$ cat config.mk
export PLATFORM = sky130hd
export DESIGN_NAME = hit_event_framer
export DESIGN_NICKNAME = d
export VERILOG_FILES = /design/src/rtl/evfr_pkg.sv /design/src/rtl/evfr_gray_stamp.sv /design/src/rtl/evfr_frame_ctl.sv /design/src/rtl/evfr_write_port.sv /design/src/rtl/hit_event_framer.sv
export SDC_FILE = /design/constraint.sdc
export NUM_CORES = 1
export LEC_CHECK = 0
export BUFFER_PORTS_ARGS = -buffer_cell sky130_fd_sc_hd__buf_2
export CAP_MARGIN = 25
export CORE_MARGIN = 2
export CORE_UTILIZATION = 30
export DETAILED_ROUTE_END_ITERATION = 12
export PLACE_DENSITY = 0.59
export SLEW_MARGIN = 10
export SYNTH_ARGS = -nofsm -noshare
export SYNTH_HDL_FRONTEND = slang
export SYNTH_SLANG_ARGS = --single-unit
export TNS_END_PERCENT = 20
$ cat constraint.sdc
create_clock -name clk -period 2.76 [get_ports clk]
set_input_delay 0.69 -clock clk [delete_from_list [all_inputs] [get_ports clk]]
set_output_delay 0.69 -clock clk [all_outputs]
set_load 0.01 [all_outputs]
$ cat src/rtl/evfr_pkg.sv
package evfr_pkg;
   localparam int          WORD_W   = 32;
   localparam int          TAG_W    = 12;
   localparam logic [31:0] HDR_WORD = 32'hFABE_ABBA;
   localparam logic [31:0] TRL_WORD = 32'hBEEF_BEEF;
   localparam logic [11:0] HIT_TAG  = 12'hF0F;

   typedef enum logic [1:0] {ST_IDLE, ST_NUM, ST_BODY} fr_state_t;
   typedef enum logic [1:0] {W_HDR, W_NUM, W_HIT, W_TRL} wsel_t;
endpackage

$ cat src/rtl/evfr_gray_stamp.sv
module evfr_gray_stamp #(
   parameter int STAMP_W = 8,
   parameter int RATE_W  = 2,
   parameter bit REG_OUT = 1'b0
) (
   input  logic               clk,
   input  logic               rst_n,
   input  logic [RATE_W-1:0]  rate_sel,
   output logic [STAMP_W-1:0] gray_o
);
   localparam int PRE_W = ((1 << RATE_W) > 1) ? (1 << RATE_W) - 1 : 1;

   if (STAMP_W < 2) begin : g_bad_stamp
      $error("evfr_gray_stamp: STAMP_W must be at least 2");
   end
   if (RATE_W < 1 || RATE_W > 4) begin : g_bad_rate
      $error("evfr_gray_stamp: RATE_W must be 1..4");
   end

   logic [PRE_W-1:0]   pre;
   logic [PRE_W-1:0]   mask;
   logic               tick;
   logic [STAMP_W-1:0] bin;
   logic [STAMP_W-1:0] bin_nx;

   always_comb begin
      mask   = PRE_W'((32'd1 << rate_sel) - 32'd1);
      tick   = (pre & mask) == mask;
      bin_nx = tick ? bin + STAMP_W'(1) : bin;
   end

   always_ff @(posedge clk or negedge rst_n) begin
      if (!rst_n) begin
         pre <= '0;
         bin <= '0;
      end else begin
         pre <= pre + PRE_W'(1);
         bin <= bin_nx;
      end
   end

   if (REG_OUT) begin : g_reg_out
      logic [STAMP_W-1:0] gray_q;
      always_ff @(posedge clk or negedge rst_n) begin
         if (!rst_n) gray_q <= '0;
         else        gray_q <= bin_nx ^ (bin_nx >> 1);
      end
      assign gray_o = gray_q;
   end else begin : g_comb_out
      assign gray_o = bin ^ (bin >> 1);
   end

   // successive timestamps differ in at most one bit
   p_gray_onebit_r10: assert property (@(posedge clk) disable iff (!rst_n)
      1'b1 |=> ($countones(gray_o ^ $past(gray_o)) <= 1));
   // no step without a rate tick
   p_gray_hold_r10: assert property (@(posedge clk) disable iff (!rst_n)
      !tick |=> $stable(gray_o));
endmodule

$ cat src/rtl/evfr_frame_ctl.sv
module evfr_frame_ctl
   import evfr_pkg::*;
#(
   parameter int COL_W = 6,
   parameter int ROW_W = 6,
   parameter int TS_W  = 8,
   parameter int CNT_W = 32
) (
   input  logic              clk,
   input  logic              rst_n,
   input  logic              clr,
   input  logic              ev_start,
   input  logic              ev_end,
   input  logic              hit_valid,
   input  logic [COL_W-1:0]  hit_col,
   input  logic [ROW_W-1:0]  hit_row,
   input  logic [TS_W-1:0]   hit_ts,
   output logic              req,
   output logic [WORD_W-1:0] word,
   output logic              hdr_mark,
   output logic              trl_mark
);
   if (TAG_W + COL_W + ROW_W + TS_W != WORD_W) begin : g_bad_layout
      $error("evfr_frame_ctl: hit fields must fill the word beside the tag");
   end
   if (CNT_W < 1 || CNT_W > WORD_W) begin : g_bad_cnt
      $error("evfr_frame_ctl: CNT_W must be 1..WORD_W");
   end

   fr_state_t        state, state_nx;
   wsel_t            sel;
   logic [CNT_W-1:0] evnum;

   always_comb begin
      req      = 1'b0;
      sel      = W_HDR;
      state_nx = state;
      unique case (state)
         ST_IDLE: if (ev_start) begin
            req      = 1'b1;
            sel      = W_HDR;
            state_nx = ST_NUM;
         end
         ST_NUM: begin
            req      = 1'b1;
            sel      = W_NUM;
            state_nx = ST_BODY;
         end
         ST_BODY: if (ev_end) begin
            req      = 1'b1;
            sel      = W_TRL;
            state_nx = ST_IDLE;
         end else if (hit_valid) begin
            req      = 1'b1;
            sel      = W_HIT;
         end
         default: state_nx = ST_IDLE;
      endcase
      if (clr) begin
         req      = 1'b0;
         state_nx = ST_IDLE;
      end
   end

   always_comb begin
      unique case (sel)
         W_HDR:   word = HDR_WORD;
         W_NUM:   word = WORD_W'(evnum);
         W_HIT:   word = {HIT_TAG, hit_col, hit_row, hit_ts};
         default: word = TRL_WORD;
      endcase
      hdr_mark = req && (sel == W_HDR);
      trl_mark = req && (sel == W_TRL);
   end

   always_ff @(posedge clk or negedge rst_n) begin
      if (!rst_n) begin
         state <= ST_IDLE;
         evnum <= '0;
      end else begin
         state <= state_nx;
         if (clr)           evnum <= '0;
         else if (trl_mark) evnum <= evnum + CNT_W'(1);
      end
   end

   // a header is always followed by a write (the number) unless cleared
   p_num_follows_hdr_r8: assert property (@(posedge clk) disable iff (!rst_n)
      hdr_mark |=> (clr || (req && !hdr_mark && !trl_mark)));
   // event number advances by one per closed event
   p_evnum_step_r3: assert property (@(posedge clk) disable iff (!rst_n)
      trl_mark |=> (evnum == $past(evnum) + CNT_W'(1)));
   // clear restarts the count
   p_evnum_clear_r9: assert property (@(posedge clk) disable iff (!rst_n)
      clr |=> (evnum == '0));
   // nothing requested in a clear cycle
   p_clr_no_req_r9: assert property (@(posedge clk) disable iff (!rst_n)
      clr |-> !req);
endmodule

$ cat src/rtl/evfr_write_port.sv
module evfr_write_port #(
   parameter int ADDR_W = 16,
   parameter int WORD_W = 32
) (
   input  logic              clk,
   input  logic              rst_n,
   input  logic              clr,
   input  logic              req,
   input  logic [WORD_W-1:0] word,
   input  logic              hdr_mark,
   input  logic              trl_mark,
   output logic              wr_en,
   output logic [ADDR_W-1:0] wr_addr,
   output logic [WORD_W-1:0] wr_data,
   output logic [ADDR_W-1:0] last_ptr
);
   if (ADDR_W < 4 || ADDR_W > 24) begin : g_bad_addr
      $error("evfr_write_port: ADDR_W must be 4..24");
   end

   logic [ADDR_W-1:0] wp;
   logic [ADDR_W-1:0] open_addr;

   always_ff @(posedge clk or negedge rst_n) begin
      if (!rst_n) begin
         wp        <= '0;
         open_addr <= '0;
         last_ptr  <= '0;
         wr_en     <= 1'b0;
         wr_addr   <= '0;
         wr_data   <= '0;
      end else begin
         wr_en <= req && !clr;
         if (req) begin
            wr_addr <= wp;
            wr_data <= word;
         end
         if (clr)      wp <= '0;
         else if (req) wp <= wp + ADDR_W'(1);
         if (hdr_mark) open_addr <= wp;
         if (trl_mark) last_ptr  <= open_addr;
      end
   end

   // pointer steps by one per write, wrapping at the top
   p_wp_step_r6: assert property (@(posedge clk) disable iff (!rst_n)
      (req && !clr) |=> (wp == $past(wp) + ADDR_W'(1)));
   // issued write lands at the pre-step pointer
   p_addr_match_r6: assert property (@(posedge clk) disable iff (!rst_n)
      (req && !clr) |=> (wr_en && wr_addr == $past(wp)));
   // clear returns pointer to zero
   p_wp_clear_r9: assert property (@(posedge clk) disable iff (!rst_n)
      clr |=> (wp == '0 && !wr_en));
   // pointer published together with the trailer
   p_last_on_trl_r7: assert property (@(posedge clk) disable iff (!rst_n)
      trl_mark |=> (last_ptr == $past(open_addr)));
   // pointer holds otherwise
   p_last_hold_r7: assert property (@(posedge clk) disable iff (!rst_n)
      !trl_mark |=> $stable(last_ptr));
endmodule

$ cat src/rtl/hit_event_framer.sv
module hit_event_framer
   import evfr_pkg::*;
#(
   parameter int ADDR_W   = 16,
   parameter int COL_W    = 6,
   parameter int ROW_W    = 6,
   parameter int TS_W     = 8,
   parameter int STAMP_W  = 8,
   parameter int RATE_W   = 2,
   parameter int CNT_W    = 32,
   parameter bit GRAY_REG = 1'b0
) (
   input  logic               clk,
   input  logic               rst_n,
   input  logic               clr,
   input  logic               ev_start,
   input  logic               ev_end,
   input  logic               hit_valid,
   input  logic [COL_W-1:0]   hit_col,
   input  logic [ROW_W-1:0]   hit_row,
   input  logic [TS_W-1:0]    hit_ts,
   input  logic [RATE_W-1:0]  rate_sel,
   output logic               wr_en,
   output logic [ADDR_W-1:0]  wr_addr,
   output logic [WORD_W-1:0]  wr_data,
   output logic [ADDR_W-1:0]  last_ptr,
   output logic [STAMP_W-1:0] ts_gray
);
   logic              req;
   logic [WORD_W-1:0] word;
   logic              hdr_mark;
   logic              trl_mark;

   evfr_frame_ctl #(
      .COL_W(COL_W), .ROW_W(ROW_W), .TS_W(TS_W), .CNT_W(CNT_W)
   ) u_ctl (
      .clk(clk), .rst_n(rst_n), .clr(clr),
      .ev_start(ev_start), .ev_end(ev_end), .hit_valid(hit_valid),
      .hit_col(hit_col), .hit_row(hit_row), .hit_ts(hit_ts),
      .req(req), .word(word), .hdr_mark(hdr_mark), .trl_mark(trl_mark)
   );

   evfr_write_port #(
      .ADDR_W(ADDR_W), .WORD_W(WORD_W)
   ) u_port (
      .clk(clk), .rst_n(rst_n), .clr(clr),
      .req(req), .word(word), .hdr_mark(hdr_mark), .trl_mark(trl_mark),
      .wr_en(wr_en), .wr_addr(wr_addr), .wr_data(wr_data),
      .last_ptr(last_ptr)
   );

   evfr_gray_stamp #(
      .STAMP_W(STAMP_W), .RATE_W(RATE_W), .REG_OUT(GRAY_REG)
   ) u_stamp (
      .clk(clk), .rst_n(rst_n), .rate_sel(rate_sel), .gray_o(ts_gray)
   );
endmodule

# Word level (Yosys, flattened, before mapping)
# Cells that the tools add are included.
# classes
addsub	5
eq_ne	8
n_shift	1
mux	17
n_bitwise	2
n_reduce_logical	9
# op_table
operator	count
$pmux 32 s3	1
$mux 32	2
$add 32x1->32 const B	1
$mux 16	2
$add 16x1->16 const B	1
$mux 2	5
$add 8x1->8 const B	1
$xor 8x7->8	1
$eq 2x2->1 const B	3
$ne 3x3->1 const B	2
$pmux 2 s3	1
$eq 2x1->1 const B	2
$logic_not 2->1	2
$mux 1	4
$pmux 2 s2	1
$reduce_bool 2->1	2
$add 3x1->3 const B	1
$and 3x3->3	1
$eq 3x3->1	1
$logic_and 1x1->1	3
$pmux 1 s3	1
$shl 1x2->3 const A	1
$sub 3x1->3 const B	1
$reduce_and 2->1	1
$logic_not 1->1	1
# totals
regBits	142
input_bits	28
output_inout_bits	73
elab_cells	52

# Logic depth before layout (Yosys ltp)
# logic_depth
ltp_word	7
mapped_depth	9
mapped_depth_nobuf	7

# By module
# A second synthesis with hierarchy kept.
# hier_totals
hier_cells	602
area_unflattened_um2	6856.6
# modules_own_cells
mod	instances	cells_each	area_each_um2
evfr_write_port	1	256	3871.2
evfr_frame_ctl	1	305	2438.6
evfr_gray_stamp	1	41	546.8

# Least setup slack after synthesis
# No wires, ideal clock.
# synth_timing
kind	input-to-reg
start	in ev_end
end	reg u_port.last_ptr[0]
setup_ps	125
arrival_ps	2056
path_slack_ps	579
path_stages	8
path_buffers	3
cell_sequence	buf_6 -> o21a_1 -> o211ai_4 -> inv_1 -> buf_2 -> nand2_2 -> buf_6 -> mux2_2
# synth_via
elab_chain_len	4
elab_cells_between_ends	7
# synth_lines
element	line	source
start: declaration	hit_event_framer.sv:17	input logic ev_end,
$mux 2 / $mux 1 (equally long branches)	evfr_frame_ctl.sv:49	ST_BODY: if (ev_end) begin
$pmux 2 s2 / $pmux 1 s3 (equally long branches)	evfr_frame_ctl.sv:38	unique case (state)
$eq 2x2->1 / $mux 1 (equally long branches)	evfr_frame_ctl.sv:73, evfr_frame_ctl.sv:59	
$logic_and 1x1->1 (*)	evfr_frame_ctl.sv:73	trl_mark = req && (sel == W_TRL);
end signal: assignment	evfr_write_port.sv:41	if (trl_mark) last_ptr <= open_addr;
end: declaration	evfr_write_port.sv:15	output logic [ADDR_W-1:0] last_ptr
# Every way passes the cells marked *; elsewhere a longest branch is shown, timed or not.
# A chain may end at the register's enable or synchronous reset.

# Final worst setup path
# layout_timing
start	reg u_ctl.state[0]
end	reg u_ctl.evnum[21]
# layout_via
elab_chain_len	5
elab_cells_between_ends	9
# layout_lines
element	line	source
start: declaration	evfr_frame_ctl.sv:30	fr_state_t state, state_nx;
start signal: assignment	evfr_frame_ctl.sv:81	state <= state_nx;
$eq 2x2->1, or another cell as far along	evfr_frame_ctl.sv:38	
$pmux 2 s2 / $pmux 1 s3 (equally long branches)	evfr_frame_ctl.sv:38	
$eq 2x2->1 / $mux 1 (equally long branches)	evfr_frame_ctl.sv:73, evfr_frame_ctl.sv:59	
$logic_and 1x1->1 (*)	evfr_frame_ctl.sv:73	
$reduce_bool 2->1 (no source line) (*)	-	
end signal: assignment	evfr_frame_ctl.sv:83	else if (trl_mark) evnum <= evnum + CNT_W'(1);
end: declaration	evfr_frame_ctl.sv:32	logic [CNT_W-1:0] evnum;
# Marked as above.

==> run_results.csv <==
group,metric,value,unit
placement,gp_congestion,0.786,
synthesis,synth_cells,641,
pwr,powerDensity,666,nW/um^2
grt,grt_use_met1,20.7,%
critical_path,startpoint_type,"flip-flop",
timing,timing.final.crit_share,84.2,%
critical_path,cp_data_arrival_time,2.64,ns
pwr,ir_drop,0.418,mV
clock_tree,holdBufCountCts,0,
clock_tree,clkSlewWorstSetupHoldPaths,0.06,ns
synthesis,yosys.area.top_type,"dfrtp_1",
critical_path,crit_fanout,23,
die,pin_count,101,
synthesis,synth_edf_count,0,
grt,gr-usage-met2,21.7,%
clock_tree,clock-sinks,142,
route,dr.first_iter.drc_count,420,
timing,fmax,430,MHz
synthesis,synth_commonest_cells,"dfrtp_1, nand2_1, mux2_2",
timing,rsz0062_at_grt,"false",
finish,antenna_cells,0,
placement,placed_area,7670,um^2
critical_path,cp-startpoint,"u_ctl.state[0]",
clock_tree,worstSkewPairLatency,0.43,ns
synthesis,synth-seq-cells,142,
timing,setup-tns-final,0,ns
critical_path,cpMaxStageDelayCell,"dfrtp_1",
synthesis,yosysWarnings,0,
route,detail-route-antenna-nets,0,
critical_path,path_cells,"inv_1, ha_1, and4_2, o21ai_1, buf_4, nor4_1, mux2_2",
clock_tree,cts_buffers,17,
timing,min_period,2.32,ns
timing,hold_viol,0,
route,drc,0,
flow_run,drv_cap,0,
die,die_w,155,um
critical_path,path_class,"flip-flop to flip-flop",
outcome,outcome,"finished, final reports clean",
critical_path,critPathTopFamily,"simple AND/OR/NAND/NOR gates",
synthesis,synth-async-reset-ratio,100,%
clock_tree,h-tree-depth,4,
die,die_area,24000,um^2
route,avgRoutedWirePerCell,16.6,um
synthesis,netlist_area,6830,um^2
critical_path,r2r-start,"u_ctl.state[0]",
critical_path,critPathMaxStageDelay,0.42,ns
timing,setup_viol,0,
route,viasPerCell,5.03,
finish,final_area,8250,um^2
route,dr.pass1.iters,5,
synthesis,netlist_top_cells_area,"dfrtp_1, mux2_2, nand2_1, ha_1, nor2_1",
synthesis,syn_nets,683,
critical_path,reg2reg_slack,0.44,ns
die,start_util,30.4,%
finish,final_nets,782,
synthesis,ys.flop_type,"dfrtp_1",
grt,use_met3,4.76,%
clock_tree,cts_setup_buffers,0,
route,via_count,5221,
finish,drive_above_1_share,28.8,%
grt,overflow,0,
route,routed_wl,17200,um
finish,area_growth,20.8,%
clock_tree,root_buffer,"clkbuf_16",
die,die_y,155,um
timing,worst-slew-pin-transition,0.791,ns
grt,grt_use_total,15.0,%
synthesis,synth_top_area_share,52.0,%
critical_path,crit_buf_inv,2,
timing,maxSlewViolCount,0,
grt,grt_max_degree,63,
timing,relSlewSlack,47.0,%
grt,grt-busiest-layer,"met2",
critical_path,cp_data_required_time,3.07,ns
critical_path,ff2ff_path_depth,7,
grt,grt_pass1_wl,28300,um
hold_path,hold_path.class,"primary input to async pin",
synthesis,synth_most_common_cell,"dfrtp_1",
critical_path,crit_path_end_kind,"flip-flop",
die,rows,55,
clock_tree,cts_resized,0,
clock_tree,clockBufferDepth,2,
die,core,22500,um^2
synthesis,synth.avg_cell_area,10.7,um^2
pwr,p_leak,0.00391,uW
timing,hold_slack,0.244,ns
placement,port_buffers,100,
timing,finClkSkew,0.00915,ns
critical_path,worst_r2r_endpoint,"u_ctl.evnum[21]",
placement,dp_hpwl,11800,um
clock_tree,cts_tree,"built",
synthesis,yosysUniqueCellTypes,64,
grt,grt_pass1_vias,5203,
synthesis,seq_area_frac_synth,52.0,%
grt,antenna_found_initial,0,
where the power goes:
group          switching, uW  internal [uW]
registers                120           2250
clock network            938           1340
logic                    506            340
cell type report:
class / instances / area [um^2]
clock buffer: 18 / 429
multi-input combinational: 447 / 3020
inverter: 13 / 48.8
clock inverter: 14 / 156
fill: 2222 / 14200
tap: 285 / 357
sequential: 142 / 3550
timing repair buffer: 119 / 687
per-layer routing:
layer / vias to the layer above / share of wire, % / wire length (um)
li1: 2520 / - / -
met1: 2548 / 48 / 8210
met2: 127 / 43 / 7440
met3: 26 / 6.5 / 1130
met4: 0 / 2.5 / 433
met5: - / 0 / 0
state kept, by name (all words and copies together), names as in the netlist:
| name | count |
|---|---|
| u_ctl.evnum | 32 |
| u_port.wr_data | 32 |
| u_port.last_ptr | 16 |
| u_port.open_addr | 16 |
| u_port.wp | 16 |
| u_port.wr_addr | 16 |
| u_stamp.bin | 8 |
| u_stamp.pre | 3 |
| u_ctl.state | 2 |
| u_port.wr_en | 1 |
logic make-up (layout without fill, tap and decap cells):
family	Yosys count	in the layout	share of synthesized area, %
buffers and inverters	52	164	3.79
AOI/OAI and AO/OA	127	127	13.2
muxes	53	53	8.71
and+or+nand+nor	237	237	17.6
DFF	142	142	52.0
adders and majority gates	14	14	2.56
xor gates and xnor gates	16	16	2.05
cells in the final DEF, fill, tap and decap left out, types with 3 or more instances in the layout:
master | Yosys | layout
ha_1 | 14 | 14
buf_4 | 2 | 16
a31o_2 | 4 | 4
clkinvlp_4 | 0 | 4
a31oi_1 | 3 | 3
and3_1 | 6 | 6
dfrtp_1 | 142 | 142
buf_2 | 13 | 99
a211oi_1 | 4 | 4
or4_1 | 12 | 12
xor2_1 | 9 | 9
o22ai_1 | 11 | 11
nand2b_1 | 4 | 4
mux2_2 | 49 | 49
a21oi_1 | 25 | 25
inv_1 | 12 | 12
clkinv_4 | 0 | 3
o211ai_1 | 4 | 4
clkbuf_16 | 0 | 17
nand3_1 | 19 | 19
nor3_1 | 3 | 3
a221oi_1 | 6 | 6
buf_12 | 0 | 3
nor2b_1 | 17 | 17
o22a_1 | 5 | 5
nand2_1 | 88 | 88
inv_6 | 0 | 4
and4_1 | 7 | 7
mux2_1 | 3 | 3
nor2_1 | 40 | 40
nand4_1 | 9 | 9
nor4_1 | 15 | 15
xnor2_1 | 7 | 7
o31ai_1 | 15 | 15
o21ai_0 | 30 | 30
metrics by stage:
step / std cells / power, uW / utilization, % / setup WS, ns
floorplan: 641 / 2890 / - / 0.579
CTS: 1038 / 5570 / 36.7 / 0.465
detailed placement: 1006 / 3260 / 34.1 / 0.411
global route: 1038 / 5770 / 36.7 / 0.330
finish: 1038 / 5490 / 36.7 / 0.436
global placement: 1006 / 3250 / 34.1 / 0.434
worst max path at each step:
| stage | to | depth (start not counted) |
|---|---|---|
| 2_1_floorplan | u_port.last_ptr[0] | 8 |
| 3_3_place_gp | u_ctl.evnum[6] | 6 |
| 3_5_place_dp | u_ctl.evnum[6] | 6 |
| 4_1_cts | u_ctl.evnum[29] | 7 |
| 5_1_grt | u_port.wr_data[29] | 8 |
| 6_report | u_ctl.evnum[21] | 7 |
No activity file was read; power rests on OpenSTA's default activity.
